<file path="src/rtl/cop_mapper_pkg.sv">
package cop_mapper_pkg;
  // Control register field positions (fixed by the mapping behaviour)
  localparam int unsigned CTRL_W       = 8;
  localparam int unsigned MAP_EN_BIT   = 3;
  localparam int unsigned LED_HI_BIT   = 7;
  localparam int unsigned LED_COUNT    = 2;

  typedef struct packed {
    logic ram;
    logic rom;
  } dev_sel_t;

  localparam dev_sel_t SEL_NONE = '{ram: 1'b0, rom: 1'b0};
endpackage

</file>
<file path="src/rtl/cop_ctrl_reg.sv">
module cop_ctrl_reg #(
  parameter int unsigned CTRL_W   = 8,
  parameter int unsigned OFF_W    = 2,
  parameter int unsigned CTRL_OFF = 3
) (
  input  logic              clk,
  input  logic              rst,
  input  logic              io_wr,
  input  logic [OFF_W-1:0]  io_off,
  input  logic [CTRL_W-1:0] wdata,
  output logic [CTRL_W-1:0] ctrl_q
);
  localparam logic [OFF_W-1:0] HIT_OFF = OFF_W'(CTRL_OFF);

  logic hit;
  assign hit = io_wr && (io_off == HIT_OFF);

  always_ff @(posedge clk) begin
    if (rst) begin
      ctrl_q <= '0;
    end else if (hit) begin
      ctrl_q <= wdata;
    end
  end
endmodule

</file>
<file path="src/rtl/cop_addr_decode.sv">
module cop_addr_decode
  import cop_mapper_pkg::*;
#(
  parameter int unsigned CPU_AW  = 16,
  parameter int unsigned BANK_W  = 3,
  parameter int unsigned HIGH_AW = 14
) (
  input  logic                     map_en,
  input  logic [BANK_W-1:0]        bank,
  input  logic [CPU_AW-1:0]        cpu_addr,
  input  logic                     mreq,
  input  logic                     mem_wr,
  output logic [CPU_AW+BANK_W-1:0] phys_nx,
  output dev_sel_t                 sel_nx
);
  localparam int unsigned PHYS_AW = CPU_AW + BANK_W;
  localparam int unsigned TOP_W   = CPU_AW - HIGH_AW;
  localparam int unsigned SEG_W   = PHYS_AW - HIGH_AW;

  logic              in_high;
  logic [BANK_W-1:0] eff_bank;
  logic              rom_read;

  // common region: all address bits above the region size set
  assign in_high  = &cpu_addr[CPU_AW-1:HIGH_AW];
  // boot mode forces bank 0 regardless of the bank field
  assign eff_bank = map_en ? bank : '0;
  assign rom_read = !map_en && !mem_wr && !in_high;

  always_comb begin
    if (in_high) begin
      phys_nx = {{SEG_W{1'b1}}, cpu_addr[HIGH_AW-1:0]};
    end else begin
      phys_nx = {eff_bank, cpu_addr};
    end
  end

  always_comb begin
    sel_nx = SEL_NONE;
    if (mreq) begin
      sel_nx.rom = rom_read;
      sel_nx.ram = !rom_read;
    end
  end

  // keep the top-bit width visible for parameter sanity
  if (TOP_W == 0) begin : g_bad_cfg
    initial $error("HIGH_AW must be smaller than CPU_AW");
  end
endmodule

</file>
<file path="src/rtl/cop_out_stage.sv">
module cop_out_stage
  import cop_mapper_pkg::*;
#(
  parameter int unsigned PHYS_AW = 19
) (
  input  logic               clk,
  input  logic               rst,
  input  logic [PHYS_AW-1:0] phys_nx,
  input  dev_sel_t           sel_nx,
  output logic [PHYS_AW-1:0] phys_q,
  output dev_sel_t           sel_q
);
  always_ff @(posedge clk) begin
    if (rst) begin
      phys_q <= '0;
      sel_q  <= SEL_NONE;
    end else begin
      phys_q <= phys_nx;
      sel_q  <= sel_nx;
    end
  end
endmodule

</file>
<file path="src/rtl/cop_bank_mapper.sv">
module cop_bank_mapper
  import cop_mapper_pkg::*;
#(
  parameter int unsigned CPU_AW   = 16,
  parameter int unsigned BANK_W   = 3,
  parameter int unsigned HIGH_AW  = 14,
  parameter int unsigned OFF_W    = 2,
  parameter int unsigned CTRL_OFF = 3,
  localparam int unsigned PHYS_AW = CPU_AW + BANK_W
) (
  input  logic                 clk,
  input  logic                 rst,
  input  logic [CPU_AW-1:0]    cpu_addr,
  input  logic                 mreq,
  input  logic                 mem_wr,
  input  logic                 io_wr,
  input  logic [OFF_W-1:0]     io_off,
  input  logic [CTRL_W-1:0]    wdata,
  output logic [PHYS_AW-1:0]   phys_addr,
  output logic                 ram_sel,
  output logic                 rom_sel,
  output logic [LED_COUNT-1:0] led_n
);
  logic [CTRL_W-1:0]  ctrl_q;
  logic [PHYS_AW-1:0] phys_nx;
  dev_sel_t           sel_nx;
  dev_sel_t           sel_q;

  cop_ctrl_reg #(
    .CTRL_W  (CTRL_W),
    .OFF_W   (OFF_W),
    .CTRL_OFF(CTRL_OFF)
  ) u_ctrl (
    .clk   (clk),
    .rst   (rst),
    .io_wr (io_wr),
    .io_off(io_off),
    .wdata (wdata),
    .ctrl_q(ctrl_q)
  );

  cop_addr_decode #(
    .CPU_AW (CPU_AW),
    .BANK_W (BANK_W),
    .HIGH_AW(HIGH_AW)
  ) u_dec (
    .map_en  (ctrl_q[MAP_EN_BIT]),
    .bank    (ctrl_q[BANK_W-1:0]),
    .cpu_addr(cpu_addr),
    .mreq    (mreq),
    .mem_wr  (mem_wr),
    .phys_nx (phys_nx),
    .sel_nx  (sel_nx)
  );

  cop_out_stage #(
    .PHYS_AW(PHYS_AW)
  ) u_out (
    .clk    (clk),
    .rst    (rst),
    .phys_nx(phys_nx),
    .sel_nx (sel_nx),
    .phys_q (phys_addr),
    .sel_q  (sel_q)
  );

  assign ram_sel = sel_q.ram;
  assign rom_sel = sel_q.rom;

  // LEDs come straight from the register's top bits
  for (genvar i = 0; i < LED_COUNT; i++) begin : g_led
    assign led_n[i] = ctrl_q[LED_HI_BIT - (LED_COUNT - 1) + i];
  end
endmodule

</file>
<file path="config.mk">
export PLATFORM = sky130hd
export DESIGN_NAME = cop_bank_mapper
export DESIGN_NICKNAME = d
export VERILOG_FILES = /design/src/rtl/cop_mapper_pkg.sv /design/src/rtl/cop_ctrl_reg.sv /design/src/rtl/cop_addr_decode.sv /design/src/rtl/cop_out_stage.sv /design/src/rtl/cop_bank_mapper.sv
export SDC_FILE = /design/constraint.sdc
export NUM_CORES = 1
export LEC_CHECK = 0
export ABC_AREA = 1
export BUFFER_PORTS_ARGS = -buffer_cell sky130_fd_sc_hd__buf_2
export CELL_PAD_IN_SITES_DETAIL_PLACEMENT = 1
export CELL_PAD_IN_SITES_GLOBAL_PLACEMENT = 2
export CORE_MARGIN = 1.5
export CORE_UTILIZATION = 23
export CTS_CLUSTER_SIZE = 28
export DETAILED_ROUTE_END_ITERATION = 6
export GPL_ROUTABILITY_DRIVEN = 1
export GPL_TIMING_DRIVEN = 0
export PLACE_DENSITY = 0.9
export SLEW_MARGIN = 20
export SYNTH_ARGS = -nofsm -noshare
export SYNTH_HDL_FRONTEND = slang
export SYNTH_SLANG_ARGS = --single-unit
</file>
<file path="constraint.sdc">
create_clock -name clk -period 1.3 [get_ports clk]
set_input_delay 0.13 -clock clk [delete_from_list [all_inputs] [get_ports clk]]
set_output_delay 0.13 -clock clk [all_outputs]
set_load 0.02 [all_outputs]
</file>
* Word level (Yosys, flattened, before mapping)
Index checks and enable logic that the tools add are counted.
Operators by class: equality and inequality tests 1, muxes and demuxes 2, bitwise operators 1, reduce and logical (&&, ||, !) cells 9
Operator list (number):
- 19-bit 2-to-1 mux | 1
- 1-bit zero test | 4
- 1-bit logical AND | 3
- 3-bit 2-to-1 mux | 1
- 2-bit equality test (second input constant) | 1
- 2-bit AND reduction | 1
- 2-bit OR reduction | 1
- 1-bit NOT | 1
Word-level totals: register bits after elaboration 29, input port bits 31, output and inout bits 23, logic and storage cells 17

* Longest topological paths before layout
Gate-level depths: netlist (run 1).
word-level depth 4, depth in mapped cells 5

* By module
From an unflattened synthesis (run 1), not the netlist that was laid out.
Unflattened totals: cells, all modules 144, area, all modules 1114.8 um2
By module, submodules not included:
- cop_out_stage | times used 1, cells an instance 65, area an instance 600.6 um2
- cop_ctrl_reg | times used 1, cells an instance 51, area an instance 347.8 um2
- cop_addr_decode | times used 1, cells an instance 28, area an instance 166.4 um2

* Least setup slack after synthesis (run 1)
Ideal clock, no wire load.
kind register -> register, start point register, netlist name u_ctrl.ctrl_q[3], end point register u_ctrl.ctrl_q[3], arrival 0.561 ns, path slack 0.675 ns, stages on the path, launching flop included 5, buffers on the path 0, cells stage by stage dfxtp_1 -> inv_1 -> nand2_1 -> nand2_1 -> nor2_1
RTL lines:
- to (signal assigned) | line cop_ctrl_reg.sv:22 | ctrl_q <= wdata;
- to (decl) | line cop_ctrl_reg.sv:11 | output logic [CTRL_W-1:0] ctrl_q

* Worst setup path after layout (run 1)
start point register u_ctrl.ctrl_q[6], end point output port led_n[0]
RTL lines:
- to (decl) | line cop_bank_mapper.sv:22 | output logic [LED_COUNT-1:0] led_n
No word-level cell between the ends.

==> impl_metrics.py, run 1 <==
metrics = {
    "power": {
        "power.density_mw_per_mm2": 1247,
        "leakagePower_nw": 0.7267,
        "clkPwrFrac": 0.298,
        "internal_power_mw": 1.174,
        "switchingPower_mw": 0.3752,
        "vdd.ir_drop.worst_mv": 0.3458,
        "design_power_total_mw": 1.549,
        "pwr-share-seq": 0.570,
        "p_comb_frac": 0.132,
        "p_sw_frac": 0.2422,
    },
    "final_layout": {
        "diodes": 0,
        "layout_common_cells": "52 x buf_2, 29 x nor2_1, 27 x dfxtp_1",
        "area_delta_synth_final_pct": 40.85,
        "layout.cells.non_filler": 211,
        "design_area_mm2": 0.001242,
        "final_util": 0.3394,
        "layout_commonest_cell": "buf_2",
        "drive_above_1_share": 0.3681,
        "fin_nets": 195,
    },
    "synthesis": {
        "synth_warnings": 0,
        "syn-num-nets": 139,
        "yosys.area_share.simple": 0.2128,
        "synth_top_area_frac": 0.6128,
        "syn_area_per_cell_um2": 8.168,
        "synth_area_leaders": "dfxtp_1 61%, nor2_1 12%, inv_1 10%, nand2_1 7.2%, buf_6 2.6%",
        "synth-compound-area-share": 0.02411,
        "synth-seq-cells": 27,
        "synthXorXnorAreaFrac": 0,
        "syn-cell-area_um2": 882.1,
        "synth_cell_types": 11,
        "syn_inst": 108,
        "synth_top_family_by_area": "simple AND/OR/NAND/NOR gates",
        "muxShareOfSynthArea": 0,
        "synth_top_area_cell": "dfxtp_1",
        "ys_seq_area_frac": 0.6128,
        "synthAdderAreaFrac": 0,
    },
    "worst_setup_path": {
        "cp.required_ns": 1.17,
        "reg2reg_depth": 4,
        "cp-end-kind": "output pin",
        "cp-start-kind": "register",
        "crit_fanout": 2,
        "crit_type": "register to output pin",
        "arrival_ns": 0.86,
        "r2r-start": "u_ctrl.ctrl_q[3]",
        "r2r-end": "u_ctrl.ctrl_q[3]",
        "rrSetupSlack_ns": 0.57,
    },
    "global_routing": {
        "grt_max_degree": 15,
        "antenna_found_initial": 0,
        "grt_pass1_wl_mm": 3.470,
        "track_usage": 0.1087,
        "grt_overflow": 0,
        "grt_pass1_vias": 844,
    },
    "timing": {
        "fin_skew_ns": 0.003823,
        "maxSlewViolCount": 0,
        "fmax_mhz": 1013,
        "finalWorstSetupSlack_ns": 0.3131,
        "hold_viol": 0,
        "slew_headroom": 0.8484,
        "fin_setup_tns_ns": 0,
        "period_share": 0.7592,
        "hold_ws_ns": 0.06061,
        "setup_violations": 0,
        "fin_crit_ns": 0.9869,
        "rsz0062_at_grt": "false",
        "worst_pin_slew_ns": 0.2272,
    },
    "place": {
        "gp_congestion": 0.6261,
        "place_area_mm2": 0.001197,
        "io_buffers": 51,
        "dp.cells": 207,
        "dp_hpwl_mm": 1.718,
        "post-place-ws_ns": 0.5088,
    },
    "run_status": {
        "status": "finished, final reports clean",
    },
    "detailed_routing": {
        "drt-vias-per-instance": 3.910,
        "route.detailed.drc": 0,
        "via_count": 825,
        "drt_first_pass_iters": 4,
        "drt_iter0_drc": 8,
        "antenna_left": 0,
        "wl_mm": 2.046,
        "post_drt_wl_per_cell_um": 9.697,
    },
    "clock_network": {
        "post-cts-setup-buffer-count": 0,
        "cts_max_level": 1,
        "numCtsBuffers": 3,
        "clkSinkCount": 27,
        "cts_resized": 0,
        "clock_latency_ns": 0.26,
        "cts_hold_buf": 0,
        "cts_tree": "yes",
        "cts.clk_slew.worst_paths_ns": 0.09,
        "cts_buffer_depth": 2,
        "cts-root-buf": "clkbuf_8",
    },
    "hold_path": {
        "min_from": "cpu_addr[7]",
        "min_path_type": "input port to register",
        "hold_depth": 3,
        "holdPathEnd": "u_out.phys_q[7]",
    },
    "run": {
        "maxCapViolCount": 0,
    },
    "die": {
        "die_w_um": 64.93,
        "die_area_mm2": 0.004216,
        "initial_utilization": 0.2409,
        "die-height_um": 64.93,
        "core_area_mm2": 0.003661,
        "rows": 22,
        "pin_count": 54,
    },
}
-- critical path: stages (launching register included) --
cell	delay, ns
dfxtp_1	0.34
buf_4	0.10
buf_2	0.15
-- metal layers --
layer,part of all wire,routed length (µm),GRT usage
met4,0.017,34,0.06383
met2,0.56,1153,0.2216
met3,0.056,114,0.02083
met5,0,0,0
met1,0.36,744,0.09539
-- final cells by class --
type / count / area [µm²]
repair buffers: 51 / 255.2
flip-flops and latches: 27 / 540.5
clock buffers: 4 / 45.04
plain buffers: 5 / 42.54
well taps: 48 / 60.06
fillers: 472 / 2419
multi-input cells: 52 / 209.0
inverters: 24 / 90.09
-- cells in the mapped netlist (all sizes together) --
master  count
nand3       2
a31oi       1
buf         5
nor2       29
inv        24
nand2      17
dfxtp      27
a21oi       3
-- cells by family after synthesis --
kind of cell	after synthesis
compound gates	4
flops	27
simple gates	48
buf+inv	29
-- flip-flops by register name (all words and copies together), names as in the netlist --
name and cells:
u_out.sel_q 2, u_ctrl.ctrl_q 6, u_out.phys_q 19
-- power by group through the flow --
stage	sequential (mW)	clock (mW)	combinational, mW
after floorplan	0.945	0	0.0714
after global placement	0.900	0	0.202
after detailed placement	0.903	0	0.210
after CTS	0.884	0.480	0.210
after global routing	0.888	0.522	0.230
final	0.883	0.461	0.205
-- how the worst max path moves through the flow --
stage	startpoint	end	depth (start not counted)	slack, ns
floorplan	u_ctrl.ctrl_q[3]	u_ctrl.ctrl_q[3]	4	0.68
global placement	rst	u_out.phys_q[13]	4	0.53
detailed placement	rst	u_out.sel_q[1]	4	0.51
CTS	u_ctrl.ctrl_q[7]	led_n[1]	2	0.30
global route	u_ctrl.ctrl_q[7]	led_n[1]	2	0.25
finish	u_ctrl.ctrl_q[6]	led_n[0]	2	0.31
No activity file was read; power rests on OpenSTA's default activity.
==> run 2: changes to the inputs <==
CORE_UTILIZATION = 19   (was 23)
PLACE_DENSITY = 0.8   (was 0.9)
clock period = 0.84 ns   (was 1.3 ns; I/O delays follow)
==> impl_metrics.py, run 2 (synthesis gave the netlist of run 1 again) <==
metrics = {
    "run_status": {
        "status": "finished, final reports clean",
    },
    "detailed_routing": {
        "drt_first_pass_iters": 2,
        "route.detailed.drc": 0,
        "antenna_left": 0,
        "post_drt_wl_per_cell_um": 9.075,
        "drt-vias-per-instance": 3.653,
        "drt_iter0_drc": 12,
        "wl_mm": 1.933,
        "via_count": 778,
    },
    "final_layout": {
        "layout.cells.non_filler": 213,
        "fillers": 556,
        "largest_reg_flops": 19,
        "layout_common_cells": "30 x buf_2, 29 x nor2_1, 24 x inv_1",
        "drive_above_1_share": 0.3913,
        "area_delta_synth_final_pct": 49.65,
        "design_area_mm2": 0.001320,
        "layout_commonest_cell": "buf_2",
        "fin_nets": 193,
        "final_util": 0.2990,
        "diodes": 0,
        "largest_registers": "u_out.phys_q x19, u_ctrl.ctrl_q x6, u_out.sel_q x2",
        "largest-register": "u_out.phys_q",
    },
    "place": {
        "io_buffers": 51,
        "dp.cells": 211,
        "dp_hpwl_mm": 1.515,
        "post-place-ws_ns": 0.07595,
        "gp_congestion": 0.7264,
        "place_area_mm2": 0.001202,
    },
    "clock_network": {
        "clkSinkCount": 27,
        "post-cts-setup-buffer-count": 0,
        "numCtsBuffers": 3,
        "cts_max_level": 1,
        "cts.clk_slew.worst_paths_ns": 0.09,
        "cts_tree": "yes",
        "cts-root-buf": "clkbuf_8",
        "clock_latency_ns": 0.26,
        "cts_buffer_depth": 2,
        "cts_hold_buf": 0,
    },
    "worst_setup_path": {
        "cp.required_ns": 0.76,
        "cp_top_family": "flip-flops",
        "critical_path_depth": 1,
        "reg2reg_depth": 4,
        "cp-start-kind": "register",
        "cp_slowest_cell": "dfxtp_2",
        "cp_cell_sequence": "buf_6",
        "cp_slowest_stage_delay_ns": 0.35,
        "worstPathBufferInverterCount": 1,
        "crit_fanout": 2,
        "cp-end-kind": "output pin",
        "crit_type": "register to output pin",
        "arrival_ns": 0.72,
    },
    "timing": {
        "hold_ws_ns": 0.01288,
        "setup_violations": 0,
        "finalWorstSetupSlack_ns": 0.03408,
        "fmax_mhz": 1241,
        "hold_viol": 0,
        "fin_skew_ns": 0.0005877,
        "worst_pin_slew_ns": 0.2323,
        "fin_crit_ns": 0.8059,
        "rsz0062_at_grt": "true",
        "maxSlewViolCount": 0,
        "slew_headroom": 0.8450,
        "period_share": 0.9594,
    },
    "hold_path": {
        "min_path_type": "input port to register",
        "hold_depth": 3,
    },
    "power": {
        "p_comb_frac": 0.143,
        "p_sw_frac": 0.2409,
        "leakagePower_nw": 0.7300,
        "vdd.ir_drop.worst_mv": 0.5216,
        "switchingPower_mw": 0.5881,
        "internal_power_mw": 1.853,
        "clkPwrFrac": 0.295,
        "power.density_mw_per_mm2": 1849,
        "pwr-share-seq": 0.562,
    },
    "die": {
        "die-height_um": 71.14,
        "die_w_um": 71.14,
        "die_area_mm2": 0.005060,
        "initial_utilization": 0.1998,
        "rows": 24,
        "core_area_mm2": 0.004414,
        "pin_count": 54,
    },
    "global_routing": {
        "grt_pass1_vias": 714,
        "antenna_found_initial": 0,
        "track_usage": 0.07456,
        "grt_overflow": 0,
        "grt_pass1_wl_mm": 2.939,
        "grt_max_degree": 15,
    },
    "run": {
        "maxCapViolCount": 0,
    },
}
run 2: final cells by class:
class	instances	area (µm²)	share of cell area
flip-flops and latches	27	546.8	0.4142
repair buffers	51	336.6	0.2550
multi-input cells	52	209.0	0.1583
inverters	24	90.09	0.06825
well taps	52	65.06	0.04929
clock buffers	4	45.04	0.03412
plain buffers	3	27.53	0.02085
run 2: tightest hold or removal path, stage by stage:
cell and delay, ns:
buf_2 0.10, inv_1 0.04, nor2_1 0.03
run 2: timing repair:
| action | CTS | global route |
|---|---|---|
| pin swaps | 0 | 0 |
| resized for setup | 7 | 27 |
| setup endpoints to repair | 3 | 22 |
run 2: final timing paths:
kind | start | to | slack (ns)
hold reg to reg | u_ctrl.ctrl_q[2] | u_out.phys_q[18] | 0.47
setup / recovery | u_ctrl.ctrl_q[6] | led_n[0] | 0.03
setup reg to reg | u_ctrl.ctrl_q[3] | u_ctrl.ctrl_q[3] | 0.10
hold / removal | cpu_addr[8] | u_out.phys_q[8] | 0.01
run 2: routing by layer:
| metal | global-route usage | wire (µm) |
|---|---|---|
| met1 | 0.08604 | 866 |
| met3 | 0.01709 | 94 |
| met4 | 0.04403 | 34 |
| met5 | 0 | 0 |
| met2 | 0.1256 | 938 |
run 2: power by group through the flow:
stage | Combinational [mW] | Clock, mW | Sequential, mW
finish | 0.349 | 0.720 | 1.37
global route | 0.384 | 0.835 | 1.38
CTS | 0.325 | 0.781 | 1.37
detailed placement | 0.323 | 0 | 1.39
global placement | 0.319 | 0 | 1.39
floorplan | 0.110 | 0 | 1.46
run 2: metrics by stage:
stage | total power, mW | TNS [ns]
after detailed placement | 1.717 | 0
after floorplan | 1.573 | 0
after global routing | 2.598 | -0.01490
after CTS | 2.473 | 0
after global placement | 1.711 | 0
final | 2.441 | 0
==> run 3: changes to the inputs <==
BUFFER_PORTS_ARGS = -buffer_cell sky130_fd_sc_hd__clkbuf_2   (was -buffer_cell sky130_fd_sc_hd__buf_2)
==> impl_metrics.py, run 3 (synthesis gave the netlist of run 1 again) <==
metrics = {
    "run_status": {
        "status": "finished, final reports clean",
    },
    "detailed_routing": {
        "drt-vias-per-instance": 3.771,
        "antenna_left": 0,
        "route.detailed.drc": 0,
        "drt_first_pass_iters": 4,
        "wl_mm": 2.293,
        "drt_iter0_drc": 25,
        "via_count": 856,
        "post_drt_wl_per_cell_um": 10.10,
    },
    "power": {
        "switchingPower_mw": 0.6554,
        "pwr-share-seq": 0.535,
        "power.density_mw_per_mm2": 1631,
        "p_sw_frac": 0.2515,
        "p_comb_frac": 0.174,
        "internal_power_mw": 1.951,
        "vdd.ir_drop.worst_mv": 0.5729,
        "leakagePower_nw": 0.8310,
        "clkPwrFrac": 0.291,
    },
    "worst_setup_path": {
        "crit_fanout": 2,
        "cp_top_family": "flip-flops",
        "reg2reg_depth": 4,
        "arrival_ns": 0.74,
        "crit_type": "register to output pin",
        "r2r-end": "u_ctrl.ctrl_q[3]",
        "cp.required_ns": 0.76,
        "cp_cell_sequence": "buf_8",
        "r2r-start": "u_ctrl.ctrl_q[3]",
        "cp_slowest_cell": "dfxtp_2",
        "rrSetupSlack_ns": 0.15,
        "cp_slowest_stage_delay_ns": 0.36,
        "cp-end-kind": "output pin",
        "cp-start-kind": "register",
        "worstPathBufferInverterCount": 1,
    },
    "clock_network": {
        "cts_buffer_depth": 2,
        "cts-root-buf": "clkbuf_8",
        "clock_latency_ns": 0.27,
        "cts.clk_slew.worst_paths_ns": 0.10,
        "cts_max_level": 1,
        "clkSinkCount": 27,
        "numCtsBuffers": 3,
        "cts_tree": "yes",
    },
    "run": {
        "maxCapViolCount": 0,
    },
    "die": {
        "pin_count": 54,
        "initial_utilization": 0.1998,
        "die_w_um": 71.14,
        "die-height_um": 71.14,
        "core_area_mm2": 0.004414,
        "die_area_mm2": 0.005060,
        "rows": 24,
    },
    "timing": {
        "maxSlewViolCount": 0,
        "fmax_mhz": 1210,
        "setup_violations": 0,
        "hold_ws_ns": 0.005593,
        "period_share": 0.9840,
        "fin_crit_ns": 0.8266,
        "rsz0062_at_grt": "true",
        "hold_viol": 0,
        "slew_headroom": 0.8381,
        "fin_skew_ns": 0.0006747,
        "worst_pin_slew_ns": 0.2426,
    },
    "hold_path": {
        "holdPathEnd": "u_out.phys_q[14]",
        "min_from": "cpu_addr[14]",
        "min_path_type": "input port to register",
        "hold_depth": 3,
    },
    "final_layout": {
        "fin_nets": 207,
        "layout_common_cells": "29 x nor2_1, 28 x clkbuf_2, 24 x inv_1",
        "fillers": 530,
        "area_delta_synth_final_pct": 81.13,
        "final_util": 0.3620,
        "diodes": 0,
        "final-seq-area_um2": 565.5,
        "drive_above_1_share": 0.4514,
        "largest-register": "u_out.phys_q",
        "multi_input_area_um2": 209.0,
        "largest_reg_flops": 19,
        "layout_commonest_cell": "nor2_1",
        "largest_registers": "u_out.phys_q x19, u_ctrl.ctrl_q x6, u_out.sel_q x2",
    },
    "global_routing": {
        "track_usage": 0.09515,
        "grt_pass1_wl_mm": 3.712,
        "antenna_found_initial": 0,
        "grt_pass1_vias": 875,
        "grt_overflow": 0,
        "grt_max_degree": 17,
    },
    "place": {
        "gp_congestion": 0.7282,
        "dp_hpwl_mm": 1.590,
        "io_buffers": 51,
    },
}
==> run 3: cell types whose count changed in the layout (fill, tap and decap cells not counted), sizes merged <==
cell,change
clkinvlp,+1
clkbuf,+27
buf,-28
dlygate4sd3,+14
==> run 3: worst max path at each step <==
| stage | start | end | slack, ns | cells after the start |
|---|---|---|---|---|
| final | u_ctrl.ctrl_q[6] | led_n[0] | 0.01 | 1 |
| after global routing | u_ctrl.ctrl_q[7] | led_n[1] | -0.02 | 1 |
| after CTS | u_ctrl.ctrl_q[7] | led_n[1] | -0.02 | 1 |
| after detailed placement | rst | u_out.phys_q[10] | 0.09 | 4 |
| after global placement | rst | u_out.phys_q[15] | 0.09 | 4 |
| after floorplan | u_ctrl.ctrl_q[3] | u_ctrl.ctrl_q[3] | 0.22 | 4 |
==> run 3: power groups by stage <==
stage / clock network (mW) / logic, mW / registers, mW
CTS: 0.799 / 0.432 / 1.38
global placement: 0 / 0.318 / 1.40
global route: 0.855 / 0.497 / 1.40
detailed placement: 0 / 0.322 / 1.40
finish: 0.758 / 0.453 / 1.39
floorplan: 0 / 0.110 / 1.46
==> run 3: routing by layer <==
layer  up-vias  routed length (µm)  global-route usage
met3         2                  95             0.01709
met5         -                   0                   0
met1       392                 905             0.09886
li1        436                   -                   -
met4         0                  34             0.05031
met2        26                1257              0.1796
==> run 3: timing repair <==
action,CTS,global route
endpoints found under the setup margin,19,24
hold buffers,14,0
endpoints found under the hold margin,14,0
buffers inserted,0,0
resized for setup,49,36
==> run 3: area by class of cell <==
type / count / share of cell area
clock buffer: 3 / 0.02584
multi-input combinational: 52 / 0.1308
timing repair buffer: 65 / 0.3704
buffer: 3 / 0.01723
clock inverter: 1 / 0.004699
tap: 52 / 0.04072
inverter: 24 / 0.05638
sequential: 27 / 0.3540
==> run 3: through the flow <==
stage	setup slack, ns	setup TNS [ns]	std cells	total power, mW	instance area [µm²]
floorplan	0.2150	0	108	1.573	882.1
global placement	0.09174	0	211	1.713	1202
detailed placement	0.09284	0	211	1.720	1202
CTS	-0.01671	-0.03153	227	2.611	1551
global route	-0.02255	-0.1155	227	2.753	1598
finish	0.01343	0	227	2.606	1598
